**config.mk**
```make
export PLATFORM = sky130hd
export DESIGN_NAME = evo_ctrl
export DESIGN_NICKNAME = d
export VERILOG_FILES = /design/src/rtl/evo_pkg.sv /design/src/rtl/evo_lfsr.sv /design/src/rtl/evo_mutator.sv /design/src/rtl/evo_elite.sv /design/src/rtl/evo_ctrl.sv
export SDC_FILE = /design/constraint.sdc
export NUM_CORES = 2
export LEC_CHECK = 0
export BUFFER_PORTS_ARGS = -buffer_cell sky130_fd_sc_hd__buf_2
export CORE_MARGIN = 1
export CORE_UTILIZATION = 40
export CTS_CLUSTER_DIAMETER = 150
export DETAILED_ROUTE_END_ITERATION = 12
export GPL_TIMING_DRIVEN = 0
export PLACE_DENSITY = 0.59
export SYNTH_ARGS = -nofsm -noshare
export SYNTH_HDL_FRONTEND = slang
export SYNTH_SLANG_ARGS = --single-unit
```
**constraint.sdc**
```tcl
create_clock -name clk -period 338.1 [get_ports clk]
set_clock_uncertainty 0.15 [all_clocks]
set_input_delay 16.905 -clock clk [delete_from_list [all_inputs] [get_ports clk]]
set_output_delay 16.905 -clock clk [all_outputs]
set_load 0.01 [all_outputs]
```
**src/rtl/evo_pkg.sv**
```systemverilog
package evo_pkg;

  typedef enum logic [2:0] {
    S_IDLE, S_MUT, S_REQ, S_WAIT, S_COMMIT, S_DONE
  } evo_state_t;

  // bits needed for the widest gene value range
  function automatic int gene_bits(input int num_in, input int num_nodes, input int num_fn);
    int span;
    span = (num_in + num_nodes > num_fn) ? num_in + num_nodes : num_fn;
    return $clog2(span);
  endfunction

  // number of legal values for gene k
  function automatic int gene_limit(input int k, input int num_in,
                                    input int num_nodes, input int num_fn);
    if (k >= 3 * num_nodes) return num_in + num_nodes;
    if (k % 3 == 2)         return num_fn;
    return num_in + k / 3;
  endfunction

  // one step of a right-shifting Galois register, taps 32,22,2,1
  function automatic logic [31:0] lfsr_next(input logic [31:0] s);
    return s[0] ? ((s >> 1) ^ 32'h8020_0003) : (s >> 1);
  endfunction

endpackage

```
**src/rtl/evo_lfsr.sv**
```systemverilog
module evo_lfsr import evo_pkg::*; #(
  parameter logic [31:0] SEED = 32'h1D2C_3B4A
) (
  input  logic        clk,
  input  logic        rst_n,
  input  logic        step,
  output logic [31:0] state
);
  always_ff @(posedge clk) begin
    if (!rst_n)    state <= SEED;
    else if (step) state <= lfsr_next(state);
  end
endmodule

```
**src/rtl/evo_mutator.sv**
```systemverilog
module evo_mutator import evo_pkg::*; #(
  parameter int NUM_IN    = 5,
  parameter int NUM_NODES = 8,
  parameter int NUM_FN    = 4,
  parameter int GW        = 4,
  parameter int NGENES    = 3 * NUM_NODES + 1,
  localparam int GENOME_W = NGENES * GW
) (
  input  logic [GENOME_W-1:0] parent,
  input  logic [31:0]         rnd,
  output logic [GENOME_W-1:0] child
);
  int pos, lim, old_v, new_v;

  always_comb begin
    pos   = int'(rnd[15:0]) % NGENES;
    lim   = gene_limit(pos, NUM_IN, NUM_NODES, NUM_FN);
    old_v = int'(parent[pos*GW +: GW]);
    // offset 1..lim-1 guarantees a different, still legal value
    new_v = (old_v + 1 + int'(rnd[31:16]) % (lim - 1)) % lim;
    child = parent;
    child[pos*GW +: GW] = GW'(new_v);
  end
endmodule

```
**src/rtl/evo_elite.sv**
```systemverilog
module evo_elite #(
  parameter int GENOME_W = 100,
  parameter int FW       = 16,
  parameter int NPAR     = 4,
  localparam int PW      = $clog2(NPAR + 1)
) (
  input  logic                           clk,
  input  logic                           rst_n,
  input  logic                           clear,
  input  logic                           ins,
  input  logic [GENOME_W-1:0]            ins_g,
  input  logic [FW-1:0]                  ins_f,
  input  logic                           commit,
  output logic [NPAR-1:0][FW-1:0]        el_f,
  output logic [NPAR-1:0][GENOME_W-1:0]  par_g,
  output logic [NPAR-1:0][FW-1:0]        par_f
);
  logic [NPAR-1:0][GENOME_W-1:0] el_g, nxt_g;
  logic [NPAR-1:0][FW-1:0]       nxt_f;
  logic [NPAR-1:0]               above;
  logic [PW-1:0]                 slot;

  // entries strictly better than the newcomer keep their place
  always_comb begin
    for (int s = 0; s < NPAR; s++) above[s] = el_f[s] > ins_f;
    slot = PW'($countones(above));
  end

  for (genvar s = 0; s < NPAR; s++) begin : g_slot
    if (s == 0) begin : g_head
      assign nxt_g[s] = (slot == 0) ? ins_g : el_g[s];
      assign nxt_f[s] = (slot == 0) ? ins_f : el_f[s];
    end else begin : g_tail
      assign nxt_g[s] = (slot > PW'(s)) ? el_g[s] : (slot == PW'(s)) ? ins_g : el_g[s-1];
      assign nxt_f[s] = (slot > PW'(s)) ? el_f[s] : (slot == PW'(s)) ? ins_f : el_f[s-1];
    end
  end

  always_ff @(posedge clk) begin
    if (!rst_n || clear) begin
      el_g  <= '0;
      el_f  <= '0;
      par_g <= '0;
      par_f <= '0;
    end else begin
      if (ins) begin
        el_g <= nxt_g;
        el_f <= nxt_f;
      end
      if (commit) begin
        par_g <= el_g;
        par_f <= el_f;
      end
    end
  end
endmodule

```
**src/rtl/evo_ctrl.sv**
```systemverilog
module evo_ctrl import evo_pkg::*; #(
  parameter int          NUM_IN      = 5,
  parameter int          NUM_NODES   = 8,
  parameter int          NUM_FN      = 4,
  parameter int          POP         = 128,
  parameter int          NPAR        = 4,
  parameter int          STALL_LIMIT = 50000,
  parameter int          FW          = 16,
  parameter logic [31:0] SEED        = 32'h1D2C_3B4A,
  localparam int         NGENES      = 3 * NUM_NODES + 1,
  localparam int         GW          = gene_bits(NUM_IN, NUM_NODES, NUM_FN),
  localparam int         GENOME_W    = NGENES * GW
) (
  input  logic                clk,
  input  logic                rst_n,
  input  logic                start,
  output logic                req_valid,
  input  logic                req_ready,
  output logic [GENOME_W-1:0] req_genome,
  input  logic                res_valid,
  input  logic [FW-1:0]       res_fitness,
  output logic [GENOME_W-1:0] best_genome,
  output logic [FW-1:0]       best_fitness,
  output logic                done
);
  localparam int IDX_W   = $clog2(POP);
  localparam int STALL_W = $clog2(STALL_LIMIT + 1);
  localparam int PSEL_W  = $clog2(NPAR);

  evo_state_t                    state;
  logic [IDX_W-1:0]              idx;
  logic [STALL_W-1:0]            stall, stall_next;
  logic [GENOME_W-1:0]           cand, cand_parent, child;
  logic [31:0]                   lfsr_state;
  logic [NPAR-1:0][FW-1:0]       el_f, par_f;
  logic [NPAR-1:0][GENOME_W-1:0] par_g;

  // named events
  logic ev_start, ev_issue, ev_result, ev_last, ev_commit, improved;
  assign ev_start  = start && (state == S_IDLE || state == S_DONE);
  assign ev_issue  = state == S_MUT;
  assign ev_result = state == S_WAIT && res_valid;
  assign ev_last   = ev_result && idx == IDX_W'(POP - 1);
  assign ev_commit = state == S_COMMIT;
  assign improved  = el_f[0] > par_f[0];
  assign stall_next = improved ? '0 : stall + 1'b1;

  assign cand_parent = par_g[idx[PSEL_W-1:0]];

  evo_lfsr #(.SEED(SEED)) u_lfsr (
    .clk(clk), .rst_n(rst_n), .step(ev_issue), .state(lfsr_state)
  );

  evo_mutator #(.NUM_IN(NUM_IN), .NUM_NODES(NUM_NODES), .NUM_FN(NUM_FN),
                .GW(GW), .NGENES(NGENES)) u_mut (
    .parent(cand_parent), .rnd(lfsr_state), .child(child)
  );

  evo_elite #(.GENOME_W(GENOME_W), .FW(FW), .NPAR(NPAR)) u_elite (
    .clk(clk), .rst_n(rst_n), .clear(ev_start),
    .ins(ev_result), .ins_g(cand), .ins_f(res_fitness),
    .commit(ev_commit), .el_f(el_f), .par_g(par_g), .par_f(par_f)
  );

  always_ff @(posedge clk) begin
    if (!rst_n) begin
      state <= S_IDLE;
      idx   <= '0;
      stall <= '0;
      cand  <= '0;
    end else begin
      case (state)
        S_IDLE, S_DONE: if (start) begin
          state <= S_MUT;
          idx   <= '0;
          stall <= '0;
        end
        S_MUT: begin
          cand  <= child;
          state <= S_REQ;
        end
        S_REQ: if (req_ready) state <= S_WAIT;
        S_WAIT: if (res_valid) begin
          idx   <= idx + 1'b1;
          state <= ev_last ? S_COMMIT : S_MUT;
        end
        S_COMMIT: begin
          stall <= stall_next;
          idx   <= '0;
          state <= (stall_next == STALL_W'(STALL_LIMIT)) ? S_DONE : S_MUT;
        end
        default: state <= S_IDLE;
      endcase
    end
  end

  assign req_valid    = state == S_REQ;
  assign req_genome   = cand;
  assign best_genome  = par_g[0];
  assign best_fitness = par_f[0];
  assign done         = state == S_DONE;
endmodule

```
==> key figures <==
Global routing
  – Largest net degree at the start of global routing: 33
  – Initial antenna violation count: 49
  – Total GRT Usage: 36.48%
  – Via count of the first global-routing pass: 107100
  – Sum of overflow across all layers after global routing: 0
  – First-pass GRT wire length: 739.2 mm

Synthesis
  – Synth cell types: 149
  – Netlist area before placement: 108300 µm²
  – Ys flop type: sky130_fd_sc_hd__dfxtp_1
  – Post-synthesis sequential element count: 1038
  – Dominant cell by count in the synthesized netlist: sky130_fd_sc_hd__nand2_1
  – Number of synthesized flops with an enable pin: 0
  – Dominant cells by area after synthesis: sky130_fd_sc_hd__dfxtp_1, sky130_fd_sc_hd__ha_1, sky130_fd_sc_hd__nand2_1, sky130_fd_sc_hd__a21oi_1, sky130_fd_sc_hd__nor2_1
  – Syn. warnings: 0
  – Sequential share of the synthesized area: 19.18%
  – Share of the synthesized area in the top cell type: 19.18%
  – Fraction of registers with async set or reset after synthesis: 0%
  – Leading cell types by count after synthesis: sky130_fd_sc_hd__nand2_1, sky130_fd_sc_hd__nor2_1, sky130_fd_sc_hd__a21oi_1, sky130_fd_sc_hd__ha_1, sky130_fd_sc_hd__dfxtp_1
  – Post-Syn Area per Cell: 7.269 µm²
  – Count of mapped cells out of synthesis: 14900
  – Biggest area consumer among synthesized cells: sky130_fd_sc_hd__dfxtp_1

Floorplan
  – Floorplan core area: 268600 µm²
  – Initial core utilization: 40.32%
  – DIE AREA: 272900 µm²
  – Die Wd: 522.4 µm
  – Die Span Y: 522.4 µm
  – Number of placement rows: 190
  – Boundary pin count: 239

Drt
  – Number of vias per cell after detailed routing: 6.079
  – Post-detailed-route count of antenna-violating nets: 0
  – Residual DRC count: 0
  – Via count of the routed design: 116000
  – Routed wire per std cell: 27.08 µm
  – Total wirelength of the detailed-routed design: 516.8 mm
  – Number of DRC markers in iteration 0: 11110
  – Pre-antenna DRT Iters: 6

Critical path
  – Worst setup path category: register to register
  – Dominant cell type by count on the critical path: sky130_fd_sc_hd__o21a_1
  – Critical path capture point type: register
  – Type of origin of the critical path: register
  – Peak per-stage delay on the critical path: 1.02 ns
  – Worst-path cell with the longest stage delay: sky130_fd_sc_hd__nor2_1
  – Family with the most delay on the worst path: compound AO/OA/AOI/OAI gates
  – Data required time at the worst endpoint: 338.64 ns
  – Bufs and invs on worst path: 120
  – CP max FO: 12
  – Arrival @ worst endpoint: 316.05 ns

Clock network
  – Clock Pin Slew Worst Setup and Hold Paths: 0.07 ns
  – Deepest clock path buffer count: 3
  – Clock latency reported for the late side of the worst-skew pair: 0.83 ns
  – Number of levels in the clock H-tree: 3
  – Clock tree from TritonCTS: done
  – CTS Buf Count: 111
  – Number of buffers inserted for hold repair after clock tree synthesis: 0
  – CTS sink cnt: 1038
  – Root Driver: sky130_fd_sc_hd__clkbuf_16

Finish
  – Share of post-route cells with drive strength above 1: 9.652%
  – Relative area change from synthesis to final layout: 11.79%
  – Number of nets in the final layout: 16570
  – Final core occ: 45.07%

Placement
  – Post-DP HPWL: 417.1 mm
  – Number of input and output port buffers inserted: 237
  – Last weighted congestion value of the routability-driven placer: 1.036
  – Post-Place Worst Slack: -7.672 ns

Status
  – Result of the run: finished, violations left
  – Violated checks: capacitance limit, slew limit

Run
  – Max-capacitance violation count: 2

STA
  – Achievable clock frequency: 3.169 MHz
  – Setup Viol. Count Final: 0
  – Post-route worst hold slack: 0.2675 ns
  – PnR worst setup slack: 22.59 ns
  – Time the worst path needs with I/O delays and setup: 315.51 ns
  – Pins Over Slew Limit: 4
  – Worst slew margin relative to its limit: -6.630%
  – Final hold violation count: 0
  – Final period util: 93.32%

Min path
  – Worst min-delay path class: register to register
routing by layer:
layer	global-route usage, %	vias up	share of wire, %	routed length, µm
met5	0	-	0.032	163
met3	7.842	1302	8.6	44480
met1	44.45	55210	40	206500
met2	56.99	4997	43	223200
met4	25.79	24	8.2	42420
li1	-	54480	-	-
stage by stage:
stage / instance area (µm²) / TNS (ns) / instances
2_1_floorplan: 108500 / 0 / 14940
6_report: 121100 / 0 / 19080
5_1_grt: 121000 / -37.95 / 19070
3_5_place_dp: 115600 / -715.67 / 18790
4_1_cts: 119500 / 0 / 18990
3_3_place_gp: 114100 / -1000.05 / 18730
sequential cells by signal (all words and copies together), names as in the netlist:
signal / count
u_elite.el_g: 400
u_elite.par_g: 400
req_genome: 100
u_elite.el_f: 64
u_lfsr.state: 32
stall: 16
u_elite.par_f: 16
idx: 7
state: 3
tightest hold or removal path, cell delays in order (launching register included):
cell                      delay (ns)
sky130_fd_sc_hd__dfxtp_1        0.31
sky130_fd_sc_hd__nand2_1        0.05
sky130_fd_sc_hd__a21oi_1        0.05
layout make-up:
type                            count  area [µm²]
Buffer                            896        4204
Fill cell                       27970      147600
Clock inverter                     42       523.0
Tap cell                         3552        4444
Timing Repair Buffer              336        2726
Sequential cell                  1038       20780
Clock buffer                      162        3249
Antenna cell                       63       157.7
Inverter                          342        1284
Multi-Input combinational cell  12650       83710
cell usage in the layout, fill, tap and decap left out, types with 100 or more instances in the layout:
master,n
sky130_fd_sc_hd__a211oi_1,413
sky130_fd_sc_hd__a21o_1,194
sky130_fd_sc_hd__a21oi_1,1303
sky130_fd_sc_hd__a31oi_1,140
sky130_fd_sc_hd__and2_1,183
sky130_fd_sc_hd__buf_2,296
sky130_fd_sc_hd__buf_4,159
sky130_fd_sc_hd__clkbuf_1,565
sky130_fd_sc_hd__clkbuf_16,111
sky130_fd_sc_hd__dfxtp_1,1038
sky130_fd_sc_hd__ha_1,1167
sky130_fd_sc_hd__inv_1,331
sky130_fd_sc_hd__mux2_2,151
sky130_fd_sc_hd__mux2i_1,389
sky130_fd_sc_hd__mux4_2,100
sky130_fd_sc_hd__nand2_1,2268
sky130_fd_sc_hd__nand2b_1,150
sky130_fd_sc_hd__nand3_1,187
sky130_fd_sc_hd__nand4_1,118
sky130_fd_sc_hd__nor2_1,1660
sky130_fd_sc_hd__nor2b_1,263
sky130_fd_sc_hd__nor3_1,588
sky130_fd_sc_hd__o211ai_1,104
sky130_fd_sc_hd__o21a_1,497
sky130_fd_sc_hd__o21ai_0,624
sky130_fd_sc_hd__or3_1,146
sky130_fd_sc_hd__xnor2_1,378
sky130_fd_sc_hd__xor2_1,285
final timing paths:
check / endpoint / from / cells past startpoint
setup / recovery: req_genome[27] / u_lfsr.state[11] / 728
hold / removal: u_elite.par_g[397] / u_elite.el_g[397] / 2
hold reg to reg: u_elite.par_g[397] / u_elite.el_g[397] / 2
cell families after synthesis:
group           after synthesis  synth area share, %
simple gates               5958                24.71
other cells                   2             0.006933
flops                      1038                19.18
compound gates             4145                24.80
mux                         647                7.329
fa+ha+maj                  1178                13.63
xor+xnor                    681                5.554
buf+inv                    1252                4.789
repair_timing:
item | CTS | global route
pin swaps | 0 | 16
endpoints found under the setup margin | 100 | 100
resized for setup | 41 | 505
setup buffers | 0 | 38
Power is not shown: default switching activity piles up to over one toggle a cycle in this logic, so the estimate is an artifact.
